**config.mk**
```make
export PLATFORM = sky130hd
export DESIGN_NAME = pwm_cmp_timer
export DESIGN_NICKNAME = d
export VERILOG_FILES = /design/src/rtl/pwmt_pkg.sv /design/src/rtl/pwmt_counter.sv /design/src/rtl/pwmt_chan.sv /design/src/rtl/pwm_cmp_timer.sv
export SDC_FILE = /design/constraint.sdc
export NUM_CORES = 1
export LEC_CHECK = 0
export BUFFER_PORTS_ARGS = -buffer_cell sky130_fd_sc_hd__buf_2
export CAP_MARGIN = 10
export CELL_PAD_IN_SITES_DETAIL_PLACEMENT = 1
export CELL_PAD_IN_SITES_GLOBAL_PLACEMENT = 2
export CORE_MARGIN = 1
export CORE_UTILIZATION = 40
export DETAILED_ROUTE_END_ITERATION = 10
export PLACE_DENSITY_LB_ADDON = 0.1
export SLEW_MARGIN = 20
export SYNTH_ARGS = -nofsm -noshare
export SYNTH_HDL_FRONTEND = slang
export SYNTH_SLANG_ARGS = --single-unit
```
**constraint.sdc**
```tcl
create_clock -name clk -period 10.5 [get_ports clk]
set_input_delay 1.05 -clock clk [delete_from_list [all_inputs] [get_ports clk]]
set_output_delay 1.05 -clock clk [all_outputs]
set_load 0.02 [all_outputs]
```
**src/rtl/pwmt_pkg.sv**
```systemverilog
// Shared constants for the scaled compare timer: default widths,
// register offsets and the control-word bit positions that software decodes.
package pwmt_pkg;
    localparam int unsigned BUS_W       = 32;
    localparam int unsigned DEF_CNT_W   = 31;
    localparam int unsigned DEF_CMP_W   = 16;
    localparam int unsigned DEF_SHIFT_W = 4;
    localparam int unsigned DEF_NUM_CH  = 4;
    localparam int unsigned DEF_ADDR_W  = 8;

    localparam int unsigned OFF_CTRL    = 'h00;
    localparam int unsigned OFF_TICK    = 'h08;
    localparam int unsigned OFF_VIEW    = 'h10;
    localparam int unsigned OFF_THR     = 'h20;
    localparam int unsigned THR_STRIDE  = 4;

    localparam int unsigned BIT_ZRET    = 9;
    localparam int unsigned BIT_RUN     = 12;
    localparam int unsigned BIT_ONCE    = 13;
endpackage

```
**src/rtl/pwmt_counter.sv**
```systemverilog
// Tick counter: load has priority, then a return to zero, then increment.
// Assumes load and zero requests are valid for the current cycle only.
// wrap flags an increment from all-ones back to zero in this cycle.
module pwmt_counter #(
    parameter int unsigned CNT_W = 31
) (
    input  logic             clk,
    input  logic             rst_n,
    input  logic             run,
    input  logic             load,
    input  logic [CNT_W-1:0] load_val,
    input  logic             zero,
    output logic [CNT_W-1:0] count,
    output logic             wrap
);
    localparam logic [CNT_W-1:0] CNT_MAX = '1;

    // Wrap only when the increment path is the one taken.
    assign wrap = run && !load && !zero && (count == CNT_MAX);

    // Counter register with load > zero > increment priority.
    always_ff @(posedge clk) begin
        if (!rst_n)     count <= '0;
        else if (load)  count <= load_val;
        else if (zero)  count <= '0;
        else if (run)   count <= count + 1'b1;
    end
endmodule

```
**src/rtl/pwmt_chan.sv**
```systemverilog
// One compare channel: holds its threshold and reports whether the scaled
// counter view is at or above it. Assumes wr is a decoded write strobe.
module pwmt_chan #(
    parameter int unsigned CMP_W = 16
) (
    input  logic             clk,
    input  logic             rst_n,
    input  logic             wr,
    input  logic [CMP_W-1:0] wdata,
    input  logic [CMP_W-1:0] scaled,
    output logic [CMP_W-1:0] thr,
    output logic             hit
);
    // Threshold register, written with the low bits of the bus word.
    always_ff @(posedge clk) begin
        if (!rst_n)  thr <= '0;
        else if (wr) thr <= wdata;
    end

    // Greater-or-equal comparison against the scaled view.
    assign hit = (scaled >= thr);
endmodule

```
**src/rtl/pwm_cmp_timer.sv**
```systemverilog
// Scaled compare timer top: register decode, control word, pending flags,
// the shared tick counter and one compare channel per interrupt line.
// Assumes single-cycle bus writes and combinational reads.
module pwm_cmp_timer
    import pwmt_pkg::*;
#(
    parameter int unsigned CNT_W   = DEF_CNT_W,
    parameter int unsigned CMP_W   = DEF_CMP_W,
    parameter int unsigned SHIFT_W = DEF_SHIFT_W,
    parameter int unsigned NUM_CH  = DEF_NUM_CH,
    parameter int unsigned ADDR_W  = DEF_ADDR_W
) (
    input  logic              clk,
    input  logic              rst_n,
    input  logic [ADDR_W-1:0] bus_addr,
    input  logic              bus_we,
    input  logic [BUS_W-1:0]  bus_wdata,
    output logic [BUS_W-1:0]  bus_rdata,
    output logic [NUM_CH-1:0] irq_o
);
    localparam int unsigned IP_LSB = BUS_W - NUM_CH;

    logic [IP_LSB-1:0]  cfg_q;
    logic [NUM_CH-1:0]  ip_q;
    logic [BUS_W-1:0]   ctrl_word;
    logic [CNT_W-1:0]   count_q;
    logic [CNT_W-1:0]   load_val;
    logic [CMP_W-1:0]   scaled;
    logic [CMP_W-1:0]   thr_q [NUM_CH];
    logic [NUM_CH-1:0]  hit;
    logic [NUM_CH-1:0]  sel_thr;
    logic [SHIFT_W-1:0] shift;
    logic sel_ctrl, sel_tick, sel_view, run, zero_evt, wrap;

    // Address decode for the fixed registers.
    assign sel_ctrl = bus_we && (bus_addr == ADDR_W'(OFF_CTRL));
    assign sel_tick = bus_we && (bus_addr == ADDR_W'(OFF_TICK));
    assign sel_view = bus_we && (bus_addr == ADDR_W'(OFF_VIEW));

    assign shift     = cfg_q[SHIFT_W-1:0];
    assign run       = cfg_q[BIT_RUN] | cfg_q[BIT_ONCE];
    assign scaled    = CMP_W'(count_q >> shift);
    assign zero_evt  = cfg_q[BIT_ZRET] & hit[0];
    assign ctrl_word = {ip_q, cfg_q};
    assign irq_o     = ip_q;

    // Counter load value: raw tick write or window write shifted into place.
    assign load_val = sel_tick ? bus_wdata[CNT_W-1:0]
                               : (CNT_W'(bus_wdata[CMP_W-1:0]) << shift);

    pwmt_counter #(.CNT_W(CNT_W)) u_counter (
        .clk      (clk),
        .rst_n    (rst_n),
        .run      (run),
        .load     (sel_tick | sel_view),
        .load_val (load_val),
        .zero     (zero_evt),
        .count    (count_q),
        .wrap     (wrap)
    );

    // One compare channel per interrupt line.
    for (genvar g = 0; g < NUM_CH; g++) begin : g_chan
        assign sel_thr[g] = bus_we &&
            (bus_addr == ADDR_W'(OFF_THR + THR_STRIDE * g));
        pwmt_chan #(.CMP_W(CMP_W)) u_chan (
            .clk    (clk),
            .rst_n  (rst_n),
            .wr     (sel_thr[g]),
            .wdata  (bus_wdata[CMP_W-1:0]),
            .scaled (scaled),
            .thr    (thr_q[g]),
            .hit    (hit[g])
        );
    end

    // Control bits: a software write wins over the single-pass auto-clear.
    always_ff @(posedge clk) begin
        if (!rst_n)                 cfg_q <= '0;
        else if (sel_ctrl)          cfg_q <= bus_wdata[IP_LSB-1:0];
        else if (zero_evt || wrap)  cfg_q[BIT_ONCE] <= 1'b0;
    end

    // Pending flags: accumulate matches, replaced by a control write.
    always_ff @(posedge clk) begin
        if (!rst_n)        ip_q <= '0;
        else if (sel_ctrl) ip_q <= bus_wdata[BUS_W-1:IP_LSB];
        else               ip_q <= ip_q | hit;
    end

    // Read mux; unmapped offsets return zero.
    always_comb begin
        bus_rdata = '0;
        if (bus_addr == ADDR_W'(OFF_CTRL))      bus_rdata = ctrl_word;
        else if (bus_addr == ADDR_W'(OFF_TICK)) bus_rdata = BUS_W'(count_q);
        else if (bus_addr == ADDR_W'(OFF_VIEW)) bus_rdata = BUS_W'(scaled);
        for (int n = 0; n < NUM_CH; n++) begin
            if (bus_addr == ADDR_W'(OFF_THR + THR_STRIDE * n))
                bus_rdata = BUS_W'(thr_q[n]);
        end
    end
endmodule

```
==> impl_table.tex, run 1 <==
\begin{tabular}{lr}
\hline
Metric & Value \\
\hline
\multicolumn{2}{l}{\textbf{Run status}} \\
Result of the run & complete, no violations \\
\multicolumn{2}{l}{\textbf{GRT}} \\
Pin count of the biggest net entering global routing & 70 \\
Met1 track demand over resource & 51.84\% \\
GR Util All Layers & about 36\% \\
First-pass GRT wire length & 74300 um \\
Total congestion overflow after global routing & 0 \\
Antenna violations before repair & 2 \\
Via count of the first global-routing pass & 11190 \\
Global Route met2 Usage & 53.25\% \\
Busiest metal layer after global routing & met2 \\
GR Util met3 & 7.563\% \\
\multicolumn{2}{l}{\textbf{CTS}} \\
CTS Buf Count & 17 \\
Post-CTS setup buffer count & 0 \\
Root Driver & sky130\_fd\_sc\_hd\_\_clkbuf\_16 \\
Clock tree from TritonCTS & built \\
CTS hold repair buffers & 0 \\
Deepest level of the CTS H-tree & 4 \\
Resized Gates After CTS & 0 \\
Worst-case clock buffer depth & 2 \\
Sink Count & 127 \\
Insertion delay of the later-clocked pin in the worst-skew pair & between 0.4 and 0.5 ns \\
Register clock-pin slew on the reported worst setup and hold paths & 0.07 ns \\
\multicolumn{2}{l}{\textbf{Synthesis}} \\
Main area contributors after synthesis & sky130\_fd\_sc\_hd\_\_dfxtp\_1, sky130\_fd\_sc\_hd\_\_nand2\_1, sky130\_fd\_sc\_hd\_\_mux4\_2, sky130\_fd\_sc\_hd\_\_ha\_1, sky130\_fd\_sc\_hd\_\_a21oi\_1 \\
Synthesis warning total & 0 \\
Post-Synth Adder-Cell Area & 7.452\% \\
Number of synthesized register bits & 127 \\
Sequential element share of the synthesized area & a little under a quarter \\
XOR/XNOR Fraction of Synth Area & less than 1\% \\
Portion of netlist area occupied by mux cells & 15.19\% \\
Top FF cell, synth & sky130\_fd\_sc\_hd\_\_dfxtp\_1 \\
Basic-gate share of the synthesized area counting and, or, nand and nor cells & 21.46\% \\
Count of distinct cell types in the synthesized netlist & slightly below 80 \\
Post-synth EDFFs & 0 \\
Synthesized Nets & 1519 \\
Cell taking the most area after synthesis & sky130\_fd\_sc\_hd\_\_dfxtp\_1 \\
Average cell area after synthesis & 7.735 um\^{}2 \\
Mapped cell area & 10910 um\^{}2 \\
Combinational family with the most area after synthesis & compound AO/OA/AOI/OAI gates \\
Proportion of synthesized flip-flops having asynchronous set or reset & 0\% \\
Instance count of the mapped netlist & 1411 \\
Compound-cell area share of the yosys netlist & 23.93\% \\
Share of the synthesized area in the top cell type & between 20\% and 30\% \\
\multicolumn{2}{l}{\textbf{Setup path}} \\
Endpoint kind of the worst setup timing path & register \\
Signal arrival time at the worst endpoint & 6.20 ns \\
Worst setup SP type & register \\
Crit path kind & reg2reg \\
Data required time of the worst path & 10.82 ns \\
Largest fanout on the critical path & 57 \\
\multicolumn{2}{l}{\textbf{STA}} \\
Number of failing hold endpoints at the final stage & 0 \\
Post-Route Skew & 0.01779 ns \\
Setup Viol. Count Final & 0 \\
Highest Clock Rate & 0.1702 GHz \\
Time the final worst path needs with I/O delays and setup & about 5.9 ns \\
Post-route fraction of the period consumed by the critical path & between 50 and 60\% \\
Pin slew with the least headroom to its limit & 1.127 ns \\
Max-slew violation count & 0 \\
Max-slew headroom & roughly a quarter \\
RSZ-0062 raised after global routing & false \\
Setup slack of the critical path after layout & 4.624 ns \\
Hold slack final & 0.4589 ns \\
Total negative slack for setup checks & 0 ns \\
\multicolumn{2}{l}{\textbf{Finish}} \\
Layout cell share with drive strength beyond 1 & $\sim$16\% \\
Total number of nets in the final design & between 1000 and 1500 \\
Filler instances & 3320 \\
Number of inserted diodes & 0 \\
Synth-to-Final Area Change & 8.976\% \\
Most frequent cells in the layout & sky130\_fd\_sc\_hd\_\_nand2\_1, sky130\_fd\_sc\_hd\_\_a21oi\_1, sky130\_fd\_sc\_hd\_\_dfxtp\_1 \\
Post-route design area & $\sim$12000 um\^{}2 \\
Commonest non-fill, non-tap cell in the layout & sky130\_fd\_sc\_hd\_\_nand2\_1 \\
\multicolumn{2}{l}{\textbf{Route}} \\
Number of antenna-violating nets in the routed design & 0 \\
Router iterations before antenna repair & 6 \\
Overall via count from detail\_route & 11550 \\
Routed WL per cell & 28.69 um \\
First-iteration detailed-routing DRC count & 1091 \\
WL final & $\sim$50000 um \\
Vias per cell & 6.640 \\
Number of remaining DRC errors & 0 \\
\multicolumn{2}{l}{\textbf{Placement}} \\
Placement-stage cell area & about 11000 um\^{}2 \\
Final weighted congestion in routability-driven placement & 0.9268 \\
Minimum setup slack after placement & 4.847 ns \\
Detailed placement HPWL & 35870 um \\
I/O Buffers & 78 \\
\multicolumn{2}{l}{\textbf{Power and ir drop}} \\
Total power draw & 1.198 mW \\
Int Pwr & roughly 0.86 mW \\
Power density cells & 100.8 nW/um\^{}2 \\
Reported leakage power & 4.372 nW \\
Sequential share of power & 40.5\% \\
Net Sw Frac & 28.21\% \\
Net load switching power & 0.3381 mW \\
Peak ir drop on the vdd network & 112.2 uV \\
Clock group share of total power & between 50 and 60\% \\
Relative contribution of combinational cells to total power & 7.4\% \\
\multicolumn{2}{l}{\textbf{Floorplan}} \\
Effective utilization at floorplan & about two fifths \\
Core Area & $\sim$27000 um\^{}2 \\
Floorplan die height & 167.2 um \\
Die Width & about 170 um \\
Full die area & 27950 um\^{}2 \\
Total I/O pin count & 79 \\
Row cnt & 60 \\
\multicolumn{2}{l}{\textbf{Run}} \\
Count of maximum capacitance violations & 0 \\
\multicolumn{2}{l}{\textbf{Hold path}} \\
Worst min path class & reg2reg \\
\hline
\end{tabular}
[worst paths after layout]
| kind | from | end | slack, ns | cells past startpoint |
|---|---|---|---|---|
| hold reg to reg | g_chan[0].u_chan.thr[5]$_SDFFE_PN0P_ | g_chan[0].u_chan.thr[5]$_SDFFE_PN0P_ | 0.46 | 2 |
| setup reg to reg | cfg_q[0]$_SDFFE_PN0P_ | u_counter.count[1]$_SDFFE_PN0P_ | 4.62 | 12 |
| setup / recovery | cfg_q[0]$_SDFFE_PN0P_ | u_counter.count[1]$_SDFFE_PN0P_ | 4.62 | 12 |
| hold / removal | g_chan[0].u_chan.thr[5]$_SDFFE_PN0P_ | g_chan[0].u_chan.thr[5]$_SDFFE_PN0P_ | 0.46 | 2 |
[sequential cells by signal, indices dropped and copies added, names as in the netlist]
| signal | flops |
|---|---|
| g_chan.u_chan.thr | 64 |
| cfg_q | 28 |
| u_counter.count | 31 |
| irq_o | 4 |
[cell type report]
class / count / area, um^2 / share of cell area (%)
Sequential cell: 127 / 2550 / 21.44
Multi-Input combinational cell: 1056 / 7455 / 62.68
Inverter: 84 / 316.6 / 2.661
Clock inverter: 15 / 157.7 / 1.325
Timing Repair Buffer: 100 / 563.0 / 4.734
Clock buffer: 17 / 425.4 / 3.577
Tap cell: 341 / 426.7 / 3.587
[per-layer routing]
| metal | vias up | part of all wire (%) |
|---|---|---|
| li1 | 5149 | - |
| met1 | 5786 | 47 |
| met2 | 543 | 43 |
| met3 | 73 | 8.6 |
| met4 | 2 | 2.0 |
| met5 | - | 0.020 |
[power groups by stage]
stage | clock network [mW] | registers (mW) | logic (mW)
after floorplan | 0 | 0.496 | 0.0460
after global placement | 0 | 0.496 | 0.0857
after detailed placement | 0 | 0.496 | 0.0861
after CTS | 0.630 | 0.485 | 0.0866
after global routing | 0.644 | 0.485 | 0.0924
final | 0.625 | 0.485 | 0.0888
[synth_stat cells, types with 10 or more instances]
master and instances:
sky130_fd_sc_hd__nor3_1 23, sky130_fd_sc_hd__o31ai_1 10, sky130_fd_sc_hd__a211oi_1 18, sky130_fd_sc_hd__a21oi_1 123, sky130_fd_sc_hd__o211ai_1 18, sky130_fd_sc_hd__a22o_1 21, sky130_fd_sc_hd__nand4_1 19, sky130_fd_sc_hd__o41ai_1 12
sky130_fd_sc_hd__a31oi_1 25, sky130_fd_sc_hd__clkbuf_1 102, sky130_fd_sc_hd__nand2_1 232, sky130_fd_sc_hd__mux2_2 16, sky130_fd_sc_hd__mux2i_1 49, sky130_fd_sc_hd__dfxtp_1 127, sky130_fd_sc_hd__o22ai_1 12, sky130_fd_sc_hd__and3_1 13
sky130_fd_sc_hd__a22oi_1 18, sky130_fd_sc_hd__ha_1 65, sky130_fd_sc_hd__nor2_1 70, sky130_fd_sc_hd__mux4_2 38, sky130_fd_sc_hd__buf_2 23, sky130_fd_sc_hd__inv_1 82, sky130_fd_sc_hd__nand3_1 70, sky130_fd_sc_hd__o21ai_0 43
[logic make-up after synthesis]
| family | count (synthesis) |
|---|---|
| and+or+nand+nor | 497 |
| AOI/OAI and AO/OA | 384 |
| buffers and inverters | 228 |
| DFF | 127 |
| muxes | 108 |
| adders and majority gates | 65 |
| xor gates and xnor gates | 2 |
[critical path, cell delays in order (launching register included)]
cell,delay [ns]
sky130_fd_sc_hd__dfxtp_2,0.31
sky130_fd_sc_hd__buf_4,0.58
sky130_fd_sc_hd__clkinv_1,0.88
sky130_fd_sc_hd__mux2_2,0.46
sky130_fd_sc_hd__nor2_1,0.04
sky130_fd_sc_hd__a31oi_1,0.42
sky130_fd_sc_hd__ha_1,0.32
sky130_fd_sc_hd__o211ai_1,0.17
sky130_fd_sc_hd__a21oi_1,0.07
sky130_fd_sc_hd__o41a_1,0.43
sky130_fd_sc_hd__o211ai_2,0.91
sky130_fd_sc_hd__nand3_1,0.65
sky130_fd_sc_hd__o221a_2,0.47
[metrics by stage]
step,instances,util [%]
after global routing,1740,44.26
after detailed placement,1707,42.02
after floorplan,1411,-
after global placement,1707,42.02
final,1740,44.26
after CTS,1739,44.19
Note: power is estimated with default switching activity, not from simulation.
==> inputs of run 2 (changes only) <==
- CORE_UTILIZATION: 40 -> 37
- clock period: 10.5 -> 6 ns (I/O delays scaled with it)
==> impl_table.tex, run 2 (synthesis gave the netlist of run 1 again) <==
\begin{tabular}{lr}
\hline
Metric & Value \\
\hline
\multicolumn{2}{l}{\textbf{Setup path}} \\
Crit path kind & reg2reg \\
Worst setup SP type & register \\
Data required time of the worst path & 6.34 ns (-4.48 ns) \\
Flop-to-flop setup slack & 1.03 ns (-3.60 ns) \\
Critical Path Source & cfg\_q[1]\$\_SDFFE\_PN0P\_ \\
CP max stage cell & sky130\_fd\_sc\_hd\_\_dfxtp\_4 \\
Critical path, cell by cell & clkinv\_1 > mux4\_2 > nor2\_1 > a31oi\_1 > ha\_1 > a22o\_1 > o41a\_1 > o211ai\_2 > nand3\_1 > o221a\_2 \\
Reg2Reg Depth & 10 (-2) \\
RR Startpoint & cfg\_q[1]\$\_SDFFE\_PN0P\_ \\
Signal arrival time at the worst endpoint & 5.32 ns (-0.88 ns) \\
Destination of the worst register-to-register timing path & u\_counter.count[14]\$\_SDFFE\_PN0P\_ \\
Endpoint kind of the worst setup timing path & register \\
CP peak stage delay & 0.82 ns (-0.09 ns) \\
Worst Setup EP & u\_counter.count[14]\$\_SDFFE\_PN0P\_ \\
Largest fanout on the critical path & 47 (-18\%) \\
\multicolumn{2}{l}{\textbf{Finish}} \\
Layout cell share with drive strength beyond 1 & 16.57\% (+0.70 points) \\
Final Util & 41.78\% (-2.5 points) \\
Synth-to-Final Area Change & 10.46\% \\
Largest register by flop count & g\_chan.u\_chan.thr \\
Total number of nets in the final design & 1507 (+0.87\%) \\
Filler instances & 3548 (+6.9\%) \\
Post-route design area & 12060 um\^{}2 (+1.4\%) \\
Commonest non-fill, non-tap cell in the layout & sky130\_fd\_sc\_hd\_\_nand2\_1 \\
Top flop regs & g\_chan.u\_chan.thr: 64 flops, u\_counter.count: 31 flops, cfg\_q: 28 flops \\
Most frequent cells in the layout & sky130\_fd\_sc\_hd\_\_nand2\_1, sky130\_fd\_sc\_hd\_\_a21oi\_1, sky130\_fd\_sc\_hd\_\_dfxtp\_1 \\
Largest register FFs & 64 (unchanged) \\
\multicolumn{2}{l}{\textbf{Floorplan}} \\
Core Area & 28860 um\^{}2 (+7.4\%) \\
Floorplan die height & 173.8 um (+3.9\%) \\
Total I/O pin count & 79 (unchanged) \\
Die Width & 173.8 um (+3.9\%) \\
Effective utilization at floorplan & 37.82\% (-2.8 points) \\
Full die area & 30190 um\^{}2 (+8.0\%) \\
Row cnt & 62 (+3.3\%) \\
\multicolumn{2}{l}{\textbf{CTS}} \\
Sink Count & 127 (unchanged) \\
Deepest level of the CTS H-tree & 4 (unchanged) \\
CTS Buf Count & 17 (unchanged) \\
Worst-case clock buffer depth & 2 (unchanged) \\
Post-CTS setup buffer count & 0 (unchanged) \\
Resized Gates After CTS & 0 (unchanged) \\
Insertion delay of the later-clocked pin in the worst-skew pair & 0.46 ns (+0.02 ns) \\
Clock tree from TritonCTS & built \\
Root Driver & sky130\_fd\_sc\_hd\_\_clkbuf\_16 \\
CTS hold repair buffers & 0 (unchanged) \\
Register clock-pin slew on the reported worst setup and hold paths & 0.07 ns (about the same) \\
\multicolumn{2}{l}{\textbf{STA}} \\
Post-route fraction of the period consumed by the critical path & 82.88\% (+27 points) \\
Max-slew headroom & 25.69\% (+1.0 points) \\
Total negative slack for setup checks & 0 ns (unchanged) \\
Pin slew with the least headroom to its limit & 1.115 ns (-0.01214 ns) \\
Setup slack of the critical path after layout & 1.027 ns (-3.597 ns) \\
Number of failing hold endpoints at the final stage & 0 (unchanged) \\
Time the final worst path needs with I/O delays and setup & 4.973 ns (-0.9034 ns) \\
Highest Clock Rate & 0.2011 GHz (+18\%) \\
RSZ-0062 raised after global routing & false \\
Post-Route Skew & 0.02021 ns (+0.002423 ns) \\
Max-slew violation count & 0 (unchanged) \\
Setup Viol. Count Final & 0 (unchanged) \\
\multicolumn{2}{l}{\textbf{Placement}} \\
Final weighted congestion in routability-driven placement & 0.9218 (-0.54\%) \\
Placement-stage cell area & 11460 um\^{}2 (+1.5\%) \\
Detailed placement HPWL & 35940 um (+0.19\%) \\
I/O Buffers & 78 (unchanged) \\
Minimum setup slack after placement & 1.109 ns (-3.738 ns) \\
\multicolumn{2}{l}{\textbf{Route}} \\
First-iteration detailed-routing DRC count & 1170 (+7.2\%) \\
Number of remaining DRC errors & 0 (unchanged) \\
WL final & 50130 um (+0.41\%) \\
Number of antenna-violating nets in the routed design & 0 (unchanged) \\
Overall via count from detail\_route & 11620 (+0.55\%) \\
Routed WL per cell & 27.90 um (-2.8\%) \\
Vias per cell & 6.465 (-2.6\%) \\
Router iterations before antenna repair & 5 (-1) \\
\multicolumn{2}{l}{\textbf{Hold path}} \\
Worst min path class & in2reg \\
\multicolumn{2}{l}{\textbf{GRT}} \\
Met1 track demand over resource & 47.89\% (-3.9 points) \\
Total congestion overflow after global routing & 0 (unchanged) \\
First-pass GRT wire length & 75490 um (+1.6\%) \\
Global Route met2 Usage & 51.38\% (-1.9 points) \\
GR Util met3 & 5.548\% (-2.0 points) \\
Via count of the first global-routing pass & 11560 (+3.3\%) \\
Pin count of the biggest net entering global routing & 48 (-31\%) \\
GR Util All Layers & 33.59\% (-2.1 points) \\
Busiest metal layer after global routing & met2 \\
Antenna violations before repair & 2 (unchanged) \\
\multicolumn{2}{l}{\textbf{Run status}} \\
Result of the run & complete, no violations \\
\multicolumn{2}{l}{\textbf{Power and ir drop}} \\
Net Sw Frac & 27.34\% (-0.87 points) \\
Power density cells & 173.8 nW/um\^{}2 (+72\%) \\
Peak ir drop on the vdd network & 194.0 uV (+73\%) \\
Relative contribution of combinational cells to total power & 7.5\% (about the same) \\
Total power draw & 2.095 mW (+75\%) \\
Reported leakage power & 4.447 nW (+1.7\%) \\
Sequential share of power & 40.5\% (about the same) \\
Clock group share of total power & 52.0\% (about the same) \\
Net load switching power & 0.5728 mW (+69\%) \\
Int Pwr & 1.522 mW (+77\%) \\
\multicolumn{2}{l}{\textbf{Run}} \\
Count of maximum capacitance violations & 0 (unchanged) \\
\hline
\end{tabular}
## run 2: worst min-delay path by stage
stage                                               from                                    to  slack, ns  cells after the start
floorplan           g_chan[1].u_chan.thr[2]$_SDFFE_PN0P_  g_chan[1].u_chan.thr[2]$_SDFFE_PN0P_       0.43                      2
global placement                  cfg_q[19]$_SDFFE_PN0P_                cfg_q[19]$_SDFFE_PN0P_       0.44                      2
detailed placement                cfg_q[10]$_SDFFE_PN0P_                cfg_q[10]$_SDFFE_PN0P_       0.45                      2
CTS                                        bus_wdata[16]                cfg_q[16]$_SDFFE_PN0P_       0.38                      3
global route                               bus_wdata[18]                cfg_q[18]$_SDFFE_PN0P_       0.40                      3
finish                                     bus_wdata[16]                cfg_q[16]$_SDFFE_PN0P_       0.40                      3
## run 2: per-stage QoR
stage               hold WS [ns]  std cells
global route              0.4029       1796
finish                    0.4039       1797
CTS                       0.3812       1796
floorplan                 0.4319       1411
global placement          0.4416       1764
detailed placement        0.4500       1764
## run 2: area by class of cell
class	instances	area [um^2]	area share, %
antenna	1	2.502	0.02076
clock buffer	19	452.9	3.757
clock inverter	13	136.4	1.131
inverter	84	316.6	2.626
multi-input combinational	1056	7463	61.91
sequential	127	2550	21.15
tap	384	480.5	3.985
timing repair buffer	113	653.1	5.418
## run 2: routing by layer
metal	routed length [um]	up-vias
li1	-	5180
met1	23420	5870
met2	22020	499
met3	3613	66
met4	1074	2
met5	10	-
## run 2: critical path, delay by kind of cell, from the launching register on
| kind | cells | cell delay [ns] |
|---|---|---|
| AOI/OAI and AO/OA | 5 | 2.12 |
| DFF | 1 | 0.82 |
| and+or+nand+nor | 2 | 0.65 |
| muxes | 1 | 0.46 |
| buffers and inverters | 1 | 0.44 |
| adders and majority gates | 1 | 0.35 |
## run 2: power by group through the flow
| stage | Clock [mW] | Sequential, mW | Combinational [mW] |
|---|---|---|---|
| after floorplan | 0 | 0.869 | 0.0805 |
| after global placement | 0 | 0.867 | 0.154 |
| after detailed placement | 0 | 0.868 | 0.153 |
| after CTS | 1.11 | 0.849 | 0.154 |
| after global routing | 1.14 | 0.849 | 0.165 |
| final | 1.09 | 0.849 | 0.157 |
